$ cat src/rtl/supv_pkg.sv
package supv_pkg;

  typedef enum logic [1:0] {
    DLY_SHORT = 2'b00,
    DLY_MED   = 2'b01,
    DLY_LONG  = 2'b10,
    DLY_MAX   = 2'b11
  } dly_code_e;

  // Largest of four tick counts, used to size the release counter.
  function automatic int unsigned max4(input int unsigned a, input int unsigned b,
                                       input int unsigned c, input int unsigned d);
    int unsigned m;
    m = a;
    if (b > m) m = b;
    if (c > m) m = c;
    if (d > m) m = d;
    return m;
  endfunction

endpackage

$ cat src/rtl/supv_mr_cond.sv
// Push-button conditioner: synchronizer chain followed by a run-length debounce.
module supv_mr_cond #(
  parameter int unsigned SYNC_STAGES = 2,
  parameter int unsigned DB_LEN      = 4
) (
  input  logic clk,
  input  logic rst_n,
  input  logic mr_n_i,
  output logic mr_active_o
);
  localparam int unsigned DB_W = (DB_LEN > 1) ? $clog2(DB_LEN) : 1;
  localparam logic [DB_W-1:0] DB_LAST = DB_W'(DB_LEN - 1);

  logic [SYNC_STAGES-1:0] sync_q;
  logic                   level_q;   // accepted level of mr_n, 1 = released
  logic [DB_W-1:0]        run_q;

  // Synchronizer chain, stage 0 takes the raw pin.
  genvar g;
  generate
    for (g = 0; g < SYNC_STAGES; g++) begin : g_sync
      if (g == 0) begin : g_first
        always_ff @(posedge clk or negedge rst_n) begin
          if (!rst_n) sync_q[0] <= 1'b1;
          else        sync_q[0] <= mr_n_i;
        end
      end else begin : g_next
        always_ff @(posedge clk or negedge rst_n) begin
          if (!rst_n) sync_q[g] <= 1'b1;
          else        sync_q[g] <= sync_q[g-1];
        end
      end
    end
  endgenerate

  logic sampled;
  assign sampled = sync_q[SYNC_STAGES-1];

  // Accept a new level only after DB_LEN consecutive differing samples.
  always_ff @(posedge clk or negedge rst_n) begin
    if (!rst_n) begin
      level_q <= 1'b1;
      run_q   <= '0;
    end else if (sampled != level_q) begin
      if (run_q == DB_LAST) begin
        level_q <= sampled;
        run_q   <= '0;
      end else begin
        run_q <= run_q + 1'b1;
      end
    end else begin
      run_q <= '0;
    end
  end

  assign mr_active_o = ~level_q;

endmodule

$ cat src/rtl/supv_rel_timer.sv
// Release timer: holds reset while any cause is present, then counts a
// clean window whose length is chosen by a code latched while in reset.
module supv_rel_timer
  import supv_pkg::*;
#(
  parameter int unsigned TICKS0 = 50,
  parameter int unsigned TICKS1 = 200,
  parameter int unsigned TICKS2 = 400,
  parameter int unsigned TICKS3 = 800
) (
  input  logic       clk,
  input  logic       rst_n,
  input  logic       hold_i,
  input  logic [1:0] dly_sel_i,
  output logic       rst_q_o
);
  localparam int unsigned TMAX  = max4(TICKS0, TICKS1, TICKS2, TICKS3);
  localparam int unsigned CNT_W = $clog2(TMAX + 1);

  dly_code_e        code_q;
  logic [CNT_W-1:0] cnt_q;
  logic [CNT_W-1:0] last_tick;
  logic             rst_q;

  always_comb begin
    unique case (code_q)
      DLY_SHORT: last_tick = CNT_W'(TICKS0 - 1);
      DLY_MED:   last_tick = CNT_W'(TICKS1 - 1);
      DLY_LONG:  last_tick = CNT_W'(TICKS2 - 1);
      default:   last_tick = CNT_W'(TICKS3 - 1);
    endcase
  end

  // Delay code follows the pin only while reset is asserted.
  always_ff @(posedge clk or negedge rst_n) begin
    if (!rst_n)     code_q <= DLY_SHORT;
    else if (rst_q) code_q <= dly_code_e'(dly_sel_i);
  end

  always_ff @(posedge clk or negedge rst_n) begin
    if (!rst_n) begin
      rst_q <= 1'b1;
      cnt_q <= '0;
    end else if (hold_i) begin
      rst_q <= 1'b1;
      cnt_q <= '0;
    end else if (rst_q) begin
      if (cnt_q == last_tick) begin
        rst_q <= 1'b0;
        cnt_q <= '0;
      end else begin
        cnt_q <= cnt_q + 1'b1;
      end
    end
  end

  assign rst_q_o = rst_q;

endmodule

$ cat src/rtl/supv_out_gate.sv
// Combines causes of reset and forms the output pins.
module supv_out_gate (
  input  logic core_alive_i,
  input  logic v1_ok_i,
  input  logic v2_ok_i,
  input  logic mr_active_i,
  input  logic rst_q_i,
  output logic hold_o,
  output logic sys_rst_o,
  output logic sys_rst_n_o,
  output logic v2_fail_n_o
);
  logic rst_any;

  always_comb begin
    hold_o      = ~core_alive_i | ~v1_ok_i | mr_active_i;
    rst_any     = rst_q_i | hold_o;
    sys_rst_o   = rst_any;
    sys_rst_n_o = ~rst_any;
    v2_fail_n_o = core_alive_i & v2_ok_i;
  end

endmodule

$ cat src/rtl/supv_reset_seq.sv
module supv_reset_seq #(
  parameter int unsigned TICKS0      = 50,
  parameter int unsigned TICKS1      = 200,
  parameter int unsigned TICKS2      = 400,
  parameter int unsigned TICKS3      = 800,
  parameter int unsigned SYNC_STAGES = 2,
  parameter int unsigned DB_LEN      = 4
) (
  input  logic       clk,
  input  logic       rst_n,
  input  logic       core_alive_i,
  input  logic       v1_ok_i,
  input  logic       v2_ok_i,
  input  logic       mr_n_i,
  input  logic [1:0] dly_sel_i,
  output logic       sys_rst_o,
  output logic       sys_rst_n_o,
  output logic       v2_fail_n_o
);
  logic mr_active;
  logic hold;
  logic rst_q;

  supv_mr_cond #(
    .SYNC_STAGES(SYNC_STAGES),
    .DB_LEN     (DB_LEN)
  ) u_mr (
    .clk        (clk),
    .rst_n      (rst_n),
    .mr_n_i     (mr_n_i),
    .mr_active_o(mr_active)
  );

  supv_rel_timer #(
    .TICKS0(TICKS0),
    .TICKS1(TICKS1),
    .TICKS2(TICKS2),
    .TICKS3(TICKS3)
  ) u_timer (
    .clk      (clk),
    .rst_n    (rst_n),
    .hold_i   (hold),
    .dly_sel_i(dly_sel_i),
    .rst_q_o  (rst_q)
  );

  supv_out_gate u_gate (
    .core_alive_i(core_alive_i),
    .v1_ok_i     (v1_ok_i),
    .v2_ok_i     (v2_ok_i),
    .mr_active_i (mr_active),
    .rst_q_i     (rst_q),
    .hold_o      (hold),
    .sys_rst_o   (sys_rst_o),
    .sys_rst_n_o (sys_rst_n_o),
    .v2_fail_n_o (v2_fail_n_o)
  );

endmodule

$ cat config.mk
export PLATFORM = sky130hd
export DESIGN_NAME = supv_reset_seq
export DESIGN_NICKNAME = d
export VERILOG_FILES = /design/src/rtl/supv_pkg.sv /design/src/rtl/supv_mr_cond.sv /design/src/rtl/supv_rel_timer.sv /design/src/rtl/supv_out_gate.sv /design/src/rtl/supv_reset_seq.sv
export SDC_FILE = /design/constraint.sdc
export NUM_CORES = 1
export LEC_CHECK = 0
export BUFFER_PORTS_ARGS = -buffer_cell sky130_fd_sc_hd__buf_4
export CORE_MARGIN = 4
export CORE_UTILIZATION = 40
export DETAILED_ROUTE_END_ITERATION = 6
export PLACE_DENSITY = 0.63
export SYNTH_ARGS = -nofsm -noshare
export SYNTH_HDL_FRONTEND = slang
export SYNTH_SLANG_ARGS = --single-unit
$ cat constraint.sdc
create_clock -name clk -period 1.5 [get_ports clk]
set_input_delay 0.15 -clock clk [delete_from_list [all_inputs] [get_ports clk]]
set_output_delay 0.15 -clock clk [all_outputs]
set_load 0.005 [all_outputs]
* Word-level counts from Yosys, hierarchy flattened *
Index checks and enable logic that the tools add are counted.

cells by class
  $add $sub $neg = 2
  eq/ne operators = 5
  mux-type cells = 9
  bitwise gates (word level) = 8
  reductions and logical operators = 3

operator list
  operator                                                               number
  10-bit 2-to-1 mux                                                      3
  10-bit case mux with 3 select lines                                    1
  10-bit by 1-bit adder with 10-bit output, second input constant        1
  10-bit equality test                                                   1
  2-bit equality test, second input constant                             2
  2-bit 2-to-1 mux                                                       2
  1-bit inverter                                                         4
  1-bit 2-to-1 mux                                                       3
  1-bit OR                                                               3
  2-bit by 1-bit adder with 2-bit output, second input constant          1
  2-bit by 1-bit equality test with 1-bit output, second input constant  1
  2-bit logical NOT                                                      1
  2-bit AND reduction                                                    1
  2-bit nonzero test                                                     1
  1-bit AND                                                              1
  1-bit inequality test                                                  1

word-level totals
  register bits after elaboration = 18
  input port bits = 8
  word-level logic and storage cells = 34

* Longest topological paths before layout *
Gate-level depths: netlist of run 1.

  depth in word-level cells = 6
  gate-level depth with buffers = 6
  depth with buffers taken out = 6

* By module *
From an unflattened synthesis of run 1, not the netlist that was laid out.

unflattened totals
  cell total of the unflattened synthesis = 88
  area total of the unflattened synthesis = 934.6 sq um

by module, submodules not included
  module          times used  cells each  area an instance (sq um)  seq. area each (sq um)
  supv_rel_timer  1           72          718.2                     326.6
  supv_mr_cond    1           12          178.9                     128.9
  supv_out_gate   1           4           37.5                      0.0

* Worst setup path after synthesis of run 1 *
No wires, ideal clock.

  kind = register to register
  from = register u_timer.code_q[0]
  to = register u_timer.cnt_q[2]
  library setup time = 0.125 ns
  arrival = 1.392 ns
  data required time = 1.375 ns
  slack = -0.017 ns
  cell stages (with the launch flop) = 7
  buffers on the path = 0
  cell sequence = dfrtp_1 -> inv_1 -> ha_1 -> nor3b_1 -> o2111ai_1 -> o21bai_4 -> nor2_1

on the way
  cells in the longest elaborated chain, start to end = 6
  elaborated cells on any way between the ends = 8
  those cells by class = 3 x eq/ne; 4 x mux; 1 x reduce/logical

ends and longest elaborated chain
  what                                         RTL line              source
  from (decl)                                  supv_rel_timer.sv:20  dly_code_e code_q;
  from (signal assigned)                       supv_rel_timer.sv:37  else if (rst_q) code_q <= dly_code_e'(dly_sel_i);
  2-bit equality test (tied with other cells)  supv_rel_timer.sv:26  unique case (code_q)
  10-bit case mux with 3 select lines *        supv_rel_timer.sv:26
  10-bit equality test *                       supv_rel_timer.sv:48  if (cnt_q == last_tick) begin
  10-bit 2-to-1 mux *                          supv_rel_timer.sv:48
  10-bit 2-to-1 mux *                          supv_rel_timer.sv:47  end else if (rst_q) begin
  10-bit 2-to-1 mux *                          supv_rel_timer.sv:44  end else if (hold_i) begin
  to (signal assigned)                         supv_rel_timer.sv:52  cnt_q <= cnt_q + 1'b1;
  to (decl)                                    supv_rel_timer.sv:21  logic [CNT_W-1:0] cnt_q;

Mark *: on every way between the ends. The rest lies on a longest branch, timed or not. The select of a mux whose other input is x is not followed.
A chain may end at the register's enable or synchronous reset.

* Worst setup path after layout of run 1 *
  from = register u_timer.code_q[1]
  to = register u_timer.cnt_q[2]

Same word-level chain as after synthesis.

==> run summary, run 1 <==
### Clocking
- **CTS tree** yes
- **clock-pin slew reported for the worst setup and hold paths after clock tree synthesis** 0.10 ns
- **H-tree lvl count** 1
- **clock tree buffer depth** 2
- **CTS Buf Count** 3
- **total clock sinks** 18
- **clock latency on the worst-skew pair** 0.29 ns
- **clock root buffer master** sky130_fd_sc_hd__clkbuf_4

### Yosys
- **flops & latches, synth** 18
- **post-synthesis share of cell area spent on xor and xnor gates** 10.9%
- **post-synthesis compound-gate area fraction** 9.72%
- **Seq/Total Area, Yosys** 47.2%
- **Post-synth top cells** 14 x sky130_fd_sc_hd__dfrtp_1, 11 x sky130_fd_sc_hd__nor2_1, 8 x sky130_fd_sc_hd__xnor2_1, 6 x sky130_fd_sc_hd__ha_1, 5 x sky130_fd_sc_hd__nand2_1
- **count of flip-flops with a built-in enable after synthesis** 0
- **post-synthesis cell area** 966 sq um
- **combinational family with the most area after synthesis** simple AND/OR/NAND/NOR gates
- **main area contributors after synthesis** sky130_fd_sc_hd__dfrtp_1 36%, sky130_fd_sc_hd__dfstp_2 11%, sky130_fd_sc_hd__ha_1 7.8%
- **mean instance size in the synthesized netlist** 10.9 sq um
- **async set or reset register ratio after synthesis** 100%
- **area leader, netlist** sky130_fd_sc_hd__dfrtp_1
- **prevailing post-synth register cell** sky130_fd_sc_hd__dfrtp_1
- **post-synth cell types** 32
- **synthesized net count** 103
- **adder-cell share of the synthesized area** 7.77%
- **warning count from the yosys run** 0
- **leading cell type by number of instances after synthesis** sky130_fd_sc_hd__dfrtp_1
- **mux share of post-synthesis cell area** 1.17%
- **area share of the leading cell type in the synthesized netlist** 36.3%
- **area share of and/or/nand/nor cells after synthesis** 21.8%
- **Cells after Synth** 89

### Run status
- **failing checks** negative setup slack
- **outcome** complete, but fails checks

### Route
- **DR WL/cell** 14.4 um
- **Detail Route Antenna Nets** 0
- **violation count after the first detailed-route iteration** 8
- **DRC Markers** 0
- **first drt pass iteration count** 4
- **number of vias per cell** 5.17
- **total vias in the final route** 765
- **total detailed-routing wirelength** 2130 um

### Hold path
- **path type of the worst min-delay path** input port to flip-flop
- **hold depth** 3

### Die
- **number of placement rows** 17
- **full die area** 3260 sq um
- **floorplan die width** 57.1 um
- **Top Ports** 11
- **Std-Cell Core Area** 2250 sq um
- **overall die height** 57.1 um
- **starting density of the core** 42.8%

### STA
- **final max-slew violation count** 0
- **Achievable Freq** 625 MHz
- **Worst slew margin** 82.5%
- **minimum period implied by the final worst setup slack** 1.60 ns
- **transition time at the pin with the least slew margin** 0.260 ns
- **RSZ-0062 raised after global routing** true
- **final critical-path setup slack** -0.0995 ns
- **Post-Route Skew** 0.00746 ns
- **share of the clock period used by the worst path after layout** 107%
- **setup violation total in the final timing report** 10
- **final hold violation count** 0

### Final layout
- **combined area of the multi-input logic cells** 572 sq um
- **Antenna diodes** 0
- **Filler Cell Count** 188
- **area growth from synthesis to final layout** 38.3%
- **fraction of final layout cells sized beyond drive strength 1** 42.5%
- **post-layout utilization of the core** 59.3%
- **FF+latch area** 455 sq um
- **nets** 135

### Worst setup path
- **sort of element at the start of the critical path** flip-flop
- **nature of the critical path endpoint** flip-flop
- **type of the worst setup path** flip-flop to flip-flop
- **Worst Path Max Fanout** 8
- **arrival time at the worst endpoint** 1.77 ns
- **endpoint required time on the critical path** 1.67 ns
- **cells on worst reg2reg path** 6

### Power
- **static leakage** 0.578 nW
- **total net switching power** 274 uW
- **net switching fraction of the power** 25.0%
- **ratio of total power to cell area** 820 nW/um^2
- **proportion of power drawn by the clock network** 26.9%
- **sequential power share** 51.8%
- **maximum vdd ir drop** 0.751 mV
- **proportion of power drawn by combinational gates** 21.3%
- **Total Power Consumption** 1.10 mW
- **internal power of the cells** 822 uW

### GRT
- **antenna violations before repair** 0
- **via count of the first global-routing pass** 804
- **sum of overflow across all layers after global routing** 0
- **global-route wire length before repair** 3670 um
- **global router's overall resource usage** 14.2%
- **maximum number of pins on one net before global-route repair** 19

### Placed design
- **hpwl dp** 1500 um
- **I/O Buffers** 10
- **placer's final routability congestion estimate** 0.883

### Job
- **count of maximum capacitance violations** 0

-- repair_timing --
action,CTS,global route
hold endpoints to repair,19,0
cloned,0,0
resized for setup,12,4
buffers inserted,3,5
pin swaps,17,8
hold buffers,2,0
endpoints found under the setup margin,12,12
-- routing by layer --
layer	wire [um]	global-route usage [%]	up-vias	part of all wire (%)
met5	0	0	-	0
met4	14	5.96	0	0.66
met3	53	2.94	2	2.5
met2	1110	24.1	9	52
met1	950	17.5	376	45
li1	-	-	378	-
-- final timing paths --
kind | from | endpoint | slack, ns
setup / recovery | u_timer.code_q[1] | u_timer.cnt_q[2] | -0.1
hold / removal | dly_sel_i[1] | u_timer.code_q[1] | 0.09
setup reg to reg | u_timer.code_q[1] | u_timer.cnt_q[2] | -0.1
hold reg to reg | u_mr.sync_q[0] | u_mr.sampled | 0.36
max in group asynchronous | rst_n | u_mr.sampled | 0.98
min in group asynchronous | rst_n | u_timer.cnt_q[4] | 0.25
-- sequential cells by signal, indices dropped and copies added (netlist names) --
register         count
u_mr.sampled         1
u_mr.sync_q          1
u_mr.level_q         1
u_timer.code_q       2
u_timer.rst_q_o      1
u_timer.cnt_q       10
u_mr.run_q           2
-- cell families (layout without fill, tap and decap cells) --
logic type	count (synthesis)	in the layout
compound gates	11	11
buf+inv	4	35
xor+xnor	12	12
flops	18	18
mux	1	1
simple gates	37	37
fa+ha+maj	6	6
-- worst max-delay path, cell delays in order (launching register included) --
cell	delay (ns)
sky130_fd_sc_hd__dfrtp_1	0.41
sky130_fd_sc_hd__buf_6	0.13
sky130_fd_sc_hd__ha_2	0.19
sky130_fd_sc_hd__nor4_4	0.26
sky130_fd_sc_hd__o221ai_2	0.19
sky130_fd_sc_hd__o21bai_4	0.24
sky130_fd_sc_hd__nor2_1	0.07
-- cells in the final DEF (no fill, tap or decap), types with 3 or more instances in the layout --
cell type,count
sky130_fd_sc_hd__buf_4,23
sky130_fd_sc_hd__buf_6,3
sky130_fd_sc_hd__clkbuf_4,3
sky130_fd_sc_hd__dfrtp_1,14
sky130_fd_sc_hd__dfstp_2,4
sky130_fd_sc_hd__ha_1,3
sky130_fd_sc_hd__nand2_1,5
sky130_fd_sc_hd__nand4_1,3
sky130_fd_sc_hd__nor2_1,11
sky130_fd_sc_hd__nor3_1,3
sky130_fd_sc_hd__o21ai_0,3
sky130_fd_sc_hd__xnor2_1,7
sky130_fd_sc_hd__xor2_1,4
-- cell type report --
cell class	count	share of cell area, %
Clock buffer	4	2.72
Sequential cell	18	34.1
Inverter	3	0.843
Tap cell	28	2.62
Timing Repair Buffer	28	16.9
Multi-Input combinational cell	67	42.8
-- through the flow --
| stage | worst slack [ns] | cells | setup TNS [ns] | hold WS, ns | cell area (sq um) |
|---|---|---|---|---|---|
| 2_1_floorplan | 0.0136 | 89 | 0 | -0.146 | 977 |
| 3_3_place_gp | -0.0858 | 134 | -0.588 | 0.0297 | 1140 |
| 3_5_place_dp | -0.163 | 134 | -1.18 | 0.0312 | 1140 |
| 4_1_cts | -0.126 | 143 | -1.02 | 0.0694 | 1280 |
| 5_1_grt | -0.171 | 148 | -1.56 | 0.0771 | 1340 |
| 6_report | -0.0995 | 148 | -0.771 | 0.0878 | 1340 |
-- power by group through the flow --
stage / Combinational [mW] / Clock, mW / Sequential (mW)
floorplan: 0.107 / 0 / 0.579
global placement: 0.165 / 0 / 0.578
detailed placement: 0.170 / 0 / 0.584
CTS: 0.223 / 0.305 / 0.566
global route: 0.263 / 0.328 / 0.573
finish: 0.233 / 0.295 / 0.568
(Power assumes the default switching activity.)
==> run 2, diff against run 1 <==
Settings changed: PLACE_DENSITY 0.63 to 0.61.
Clock period 1.5 ns to 1.7 ns, I/O delays scaled along.
==> run 2 against run 1 <==
Die area is the same. First-iteration DRC count is 63% higher. Critical endpoint is now u_timer.cnt_q[1]. Worst setup slack improved by 0.16 ns. Routed wire length shrank 14%. Core utilization decreased by 5.9 points. Cell area shrank 10%. Critical path depth did not move. The run now ends clean. Clock skew is 0.0064 ns lower. Largest power group unchanged. Non-clock buffer count shrank 14. Largest cell class unchanged.
==> run summary, run 2 (synthesis results as in run 1) <==
### Hold path
- **hold path startpoint** dly_sel_i[1]
- **path type of the worst min-delay path** input port to flip-flop

### Worst setup path
- **peak per-stage delay on the critical path** 0.43 ns
- **Worst R2R Start** u_timer.code_q[1]
- **arrival time at the worst endpoint** 1.81 ns
- **worst setup path start** u_timer.code_q[1]
- **critical path cell sequence** inv_2, ha_4, nor3b_4, o211ai_1, o311ai_1, a21oi_1
- **type of the worst setup path** flip-flop to flip-flop
- **dominant delay contributor by cell family on the critical path** compound AO/OA/AOI/OAI gates
- **crit path buf inv count** 1
- **sort of element at the start of the critical path** flip-flop
- **cell at the slowest stage of the critical path** sky130_fd_sc_hd__dfrtp_1
- **endpoint required time on the critical path** 1.87 ns
- **Worst Path Max Fanout** 3
- **nature of the critical path endpoint** flip-flop

### Placed design
- **I/O Buffers** 10
- **standard cell area after detailed placement** 1080 sq um
- **hpwl dp** 1320 um
- **placer's final routability congestion estimate** 0.874

### Final layout
- **nets** 121
- **leading registers by flop count** u_timer.cnt_q: 10 flops, u_mr.run_q: 2 flops, u_timer.code_q: 2 flops
- **most common cell after layout, fill and taps aside** sky130_fd_sc_hd__dfrtp_1
- **area growth from synthesis to final layout** 24.5%
- **commonest cells after routing, fill and taps aside** 14 x sky130_fd_sc_hd__dfrtp_1, 12 x sky130_fd_sc_hd__buf_4, 11 x sky130_fd_sc_hd__nor2_1, 6 x sky130_fd_sc_hd__xnor2_1
- **number of flip-flops in the largest register** 10
- **Filler Cell Count** 194
- **Antenna diodes** 0
- **fraction of final layout cells sized beyond drive strength 1** 33.0%
- **final cell area excluding filler cells** 1200 sq um
- **largest register by flop count** u_timer.cnt_q

### STA
- **Post-Route Skew** 0.00109 ns
- **Min Hold Slack** 0.0969 ns
- **Worst slew margin** 83.5%
- **minimum period implied by the final worst setup slack** 1.64 ns
- **final hold violation count** 0
- **share of the clock period used by the worst path after layout** 96.5%
- **final max-slew violation count** 0
- **transition time at the pin with the least slew margin** 0.243 ns
- **Achievable Freq** 609 MHz
- **setup violation total in the final timing report** 0

### GRT
- **sum of overflow across all layers after global routing** 0
- **maximum number of pins on one net before global-route repair** 19
- **global router's overall resource usage** 12.3%
- **antenna violations before repair** 0
- **global-route wire length before repair** 3140 um
- **via count of the first global-routing pass** 696

### Route
- **DRC Markers** 0
- **violation count after the first detailed-route iteration** 13
- **total vias in the final route** 705
- **DR WL/cell** 13.7 um
- **number of vias per cell** 5.26
- **Detail Route Antenna Nets** 0
- **total detailed-routing wirelength** 1840 um
- **first drt pass iteration count** 4

### Clocking
- **CTS tree** yes
- **clock root buffer master** sky130_fd_sc_hd__clkbuf_4
- **clock tree buffer depth** 2
- **CTS Buf Count** 3
- **clock latency on the worst-skew pair** 0.29 ns
- **clock-pin slew reported for the worst setup and hold paths after clock tree synthesis** 0.10 ns
- **total clock sinks** 18
- **H-tree lvl count** 1

### Die
- **number of placement rows** 17
- **Top Ports** 11
- **overall die height** 57.1 um
- **floorplan die width** 57.1 um
- **starting density of the core** 42.8%
- **full die area** 3260 sq um
- **Std-Cell Core Area** 2250 sq um

### Job
- **count of maximum capacitance violations** 0

### Power
- **static leakage** 0.511 nW
- **maximum vdd ir drop** 0.612 mV
- **ratio of total power to cell area** 782 nW/um^2

### Run status
- **outcome** finished, final reports clean

==> run 2: timing repair <==
| action | in CTS | in global routing |
|---|---|---|
| hold buffers | 2 | 0 |
| endpoints found under the setup margin | 0 | 11 |
| endpoints found under the hold margin | 19 | 0 |
| setup buffers | 0 | 1 |
| gates resized for setup | 0 | 10 |
==> run 2: final timing paths <==
path / to / slack (ns) / cells after the start
max: u_timer.cnt_q[1] / 0.06 / 6
min: u_timer.code_q[1] / 0.1 / 3
max reg2reg: u_timer.cnt_q[1] / 0.06 / 6
min reg2reg: u_mr.sampled / 0.36 / 0
max in group asynchronous: u_mr.level_q / 1.17 / 2
min in group asynchronous: u_timer.cnt_q[4] / 0.28 / 2
==> run 2: cell type report <==
type / instances / area, sq um / area share (%)
multi-input cells: 67 / 554 / 46.1
flip-flops and latches: 18 / 455 / 37.9
repair buffers: 14 / 110 / 9.16
inverters: 3 / 11.3 / 0.937
clock buffers: 4 / 36.3 / 3.02
well taps: 28 / 35.0 / 2.91
==> run 2: routing by layer <==
layer	vias to the layer above	wire length, um	GRT usage (%)
met5	-	0	0
li1	346	-	-
met3	2	41	2.71
met4	0	17	6.29
met2	7	959	19.1
met1	350	820	16.2
==> run 2: where the power goes <==
group	internal [mW]	leakage, nW	switching, mW
Clock	0.130	0.0210	0.128
Combinational	0.0963	0.259	0.0713
Sequential	0.479	0.230	0.0342
Total	0.706	0.511	0.234
==> run 2: worst register-to-register path: cells and delay by family (launching register included) <==
kind	cells	cell delay [ns]
AOI/OAI and AO/OA	3	0.54
adders and majority gates	1	0.22
buffers and inverters	1	0.11
DFF	1	0.43
and+or+nand+nor	1	0.24
==> run 2: per-stage QoR <==
step	setup WS (ns)	utilization [%]	power (mW)	std cells	TNS, ns
global route	-0.0211	53.3	1.00	134	-0.0211
floorplan	0.183	-	0.604	89	0
global placement	0.0766	47.9	0.645	127	0
CTS	0.00798	50.4	0.918	133	0
detailed placement	0.0618	47.9	0.653	127	0
finish	0.0587	53.3	0.940	134	0
==> run 3, diff against run 2 <==
Settings changed: CORE_UTILIZATION 40 to 44, PLACE_DENSITY 0.61 to 0.66.
==> run 3 against run 2 <==
Power fell by 1.7%. Die area fell by 7.8%. Flip-flop and latch count stayed put. Core utilization rose by 6.1 points. Non-clock buffer count stayed put. Global-route usage rose by 2.8 points. Combinational power is 9% lower. Critical endpoint unchanged.
==> run summary, run 3 (synthesis results as in run 1) <==
### Run status
- **outcome** finished, final reports clean

### GRT
- **global router's overall resource usage** 15.2%
- **sum of overflow across all layers after global routing** 0
- **maximum number of pins on one net before global-route repair** 19
- **antenna violations before repair** 0
- **global-route wire length before repair** 3210 um
- **via count of the first global-routing pass** 737

### Final layout
- **fraction of final layout cells sized beyond drive strength 1** 33.0%
- **number of flip-flops in the largest register** 10
- **FF+latch area** 455 sq um
- **combined area of the multi-input logic cells** 554 sq um
- **commonest cells after routing, fill and taps aside** 14 x sky130_fd_sc_hd__dfrtp_1, 12 x sky130_fd_sc_hd__buf_4, 11 x sky130_fd_sc_hd__nor2_1, 7 x sky130_fd_sc_hd__xnor2_1
- **post-route non-filler standard cell count** 133
- **Antenna diodes** 0
- **largest register by flop count** u_timer.cnt_q
- **Filler Cell Count** 173
- **final cell area excluding filler cells** 1200 sq um
- **area growth from synthesis to final layout** 24.4%
- **leading registers by flop count** u_timer.cnt_q: 10 flops, u_mr.run_q: 2 flops, u_timer.code_q: 2 flops
- **nets** 121
- **most common cell after layout, fill and taps aside** sky130_fd_sc_hd__dfrtp_1

### Route
- **DRC Markers** 0
- **first drt pass iteration count** 4
- **total vias in the final route** 712
- **number of vias per cell** 5.35
- **DR WL/cell** 13.7 um
- **Detail Route Antenna Nets** 0
- **total detailed-routing wirelength** 1830 um
- **violation count after the first detailed-route iteration** 8

### Power
- **ratio of total power to cell area** 769 nW/um^2
- **maximum vdd ir drop** 0.528 mV
- **static leakage** 0.508 nW

### STA
- **Setup Total Neg Slack** 0 ns
- **final critical-path setup slack** 0.0968 ns
- **final hold violation count** 0
- **final max-slew violation count** 0
- **transition time at the pin with the least slew margin** 0.259 ns
- **Post-Route Skew** 0.00733 ns
- **setup violation total in the final timing report** 0
- **minimum period implied by the final worst setup slack** 1.60 ns
- **Achievable Freq** 624 MHz
- **Worst slew margin** 82.6%
- **RSZ-0062 raised after global routing** false
- **share of the clock period used by the worst path after layout** 94.3%

### Die
- **Top Ports** 11
- **floorplan die width** 54.9 um
- **full die area** 3010 sq um
- **Std-Cell Core Area** 2020 sq um
- **number of placement rows** 16
- **overall die height** 54.9 um
- **starting density of the core** 47.8%

### Worst setup path
- **Worst R2R Start** u_timer.code_q[0]
- **endpoint required time on the critical path** 1.87 ns
- **arrival time at the worst endpoint** 1.77 ns
- **cells on worst reg2reg path** 6
- **type of the worst setup path** flip-flop to flip-flop
- **slack of the worst reg-to-reg path** 0.1 ns
- **worst setup path start** u_timer.code_q[0]
- **critical register-to-register path endpoint** u_timer.cnt_q[1]
- **Worst Path Max Fanout** 3
- **sort of element at the start of the critical path** flip-flop
- **Setup crit end** u_timer.cnt_q[1]
- **nature of the critical path endpoint** flip-flop

### Clocking
- **H-tree lvl count** 1
- **clock latency on the worst-skew pair** 0.29 ns
- **total clock sinks** 18
- **CTS Buf Count** 3
- **CTS tree** yes
- **clock tree buffer depth** 2
- **clock-pin slew reported for the worst setup and hold paths after clock tree synthesis** 0.09 ns
- **clock root buffer master** sky130_fd_sc_hd__clkbuf_4

### Hold path
- **hold depth** 3
- **path type of the worst min-delay path** input port to flip-flop

### Placed design
- **hpwl dp** 1400 um
- **standard cell area after detailed placement** 1080 sq um
- **placed insts** 126
- **I/O Buffers** 10
- **dpl ws** 0.00342 ns
- **placer's final routability congestion estimate** 0.903

### Job
- **count of maximum capacitance violations** 0

## run 3: final cells by class
class / instances / share of cell area, %
Tap cell: 27 / 2.81
Clock buffer: 4 / 3.02
Multi-Input combinational cell: 67 / 46.1
Timing Repair Buffer: 14 / 9.17
Sequential cell: 18 / 37.9
Inverter: 3 / 0.938
## run 3: how the worst min path moves through the flow
stage / slack [ns] / startpoint / end
finish: 0.10 / dly_sel_i[1] / u_timer.code_q[1]
floorplan: -0.13 / rst_n / u_mr.run_q[0]
global placement: 0.05 / rst_n / u_timer.cnt_q[4]
detailed placement: 0.05 / rst_n / u_timer.cnt_q[4]
CTS: 0.1 / dly_sel_i[1] / u_timer.code_q[1]
global route: 0.09 / dly_sel_i[0] / u_timer.code_q[0]
## run 3: repair_timing
item / in CTS / in global routing
hold endpoints to repair: 19 / 0
hold buffers: 2 / 0
setup endpoints to repair: 1 / 11
setup buffers: 1 / 0
pin swaps: 5 / 8
gates cloned: 0 / 0
resized for setup: 2 / 9
## run 3: stage by stage
stage / utilization [%] / power, mW / hold slack [ns]
finish: 59.4 / 0.924 / 0.100
global route: 59.4 / 0.979 / 0.0917
CTS: 56.7 / 0.922 / 0.0958
detailed placement: 53.3 / 0.655 / 0.0503
global placement: 53.3 / 0.645 / 0.0499
floorplan: - / 0.604 / -0.126
## run 3: worst max-delay path: stages (launching register included)
cell                       delay (ns)
sky130_fd_sc_hd__dfrtp_1         0.42
sky130_fd_sc_hd__buf_4           0.15
sky130_fd_sc_hd__ha_1            0.23
sky130_fd_sc_hd__xnor2_2         0.17
sky130_fd_sc_hd__o211ai_1        0.15
sky130_fd_sc_hd__o311ai_2        0.26
sky130_fd_sc_hd__a21oi_1         0.11
## run 3: power by group
part	switching, mW	internal (mW)	leakage (nW)	total, mW
clock network	0.128	0.130	0.0210	0.258
registers	0.0343	0.479	0.230	0.514
logic	0.0686	0.0840	0.257	0.153
## run 3: per-layer routing
metal	wire length, um	global-route usage, %	vias to the layer above
met5	0	0	-
met4	10	6.22	0
met3	46	3.27	2
met2	932	24.4	8
met1	836	19.6	356
li1	-	-	346
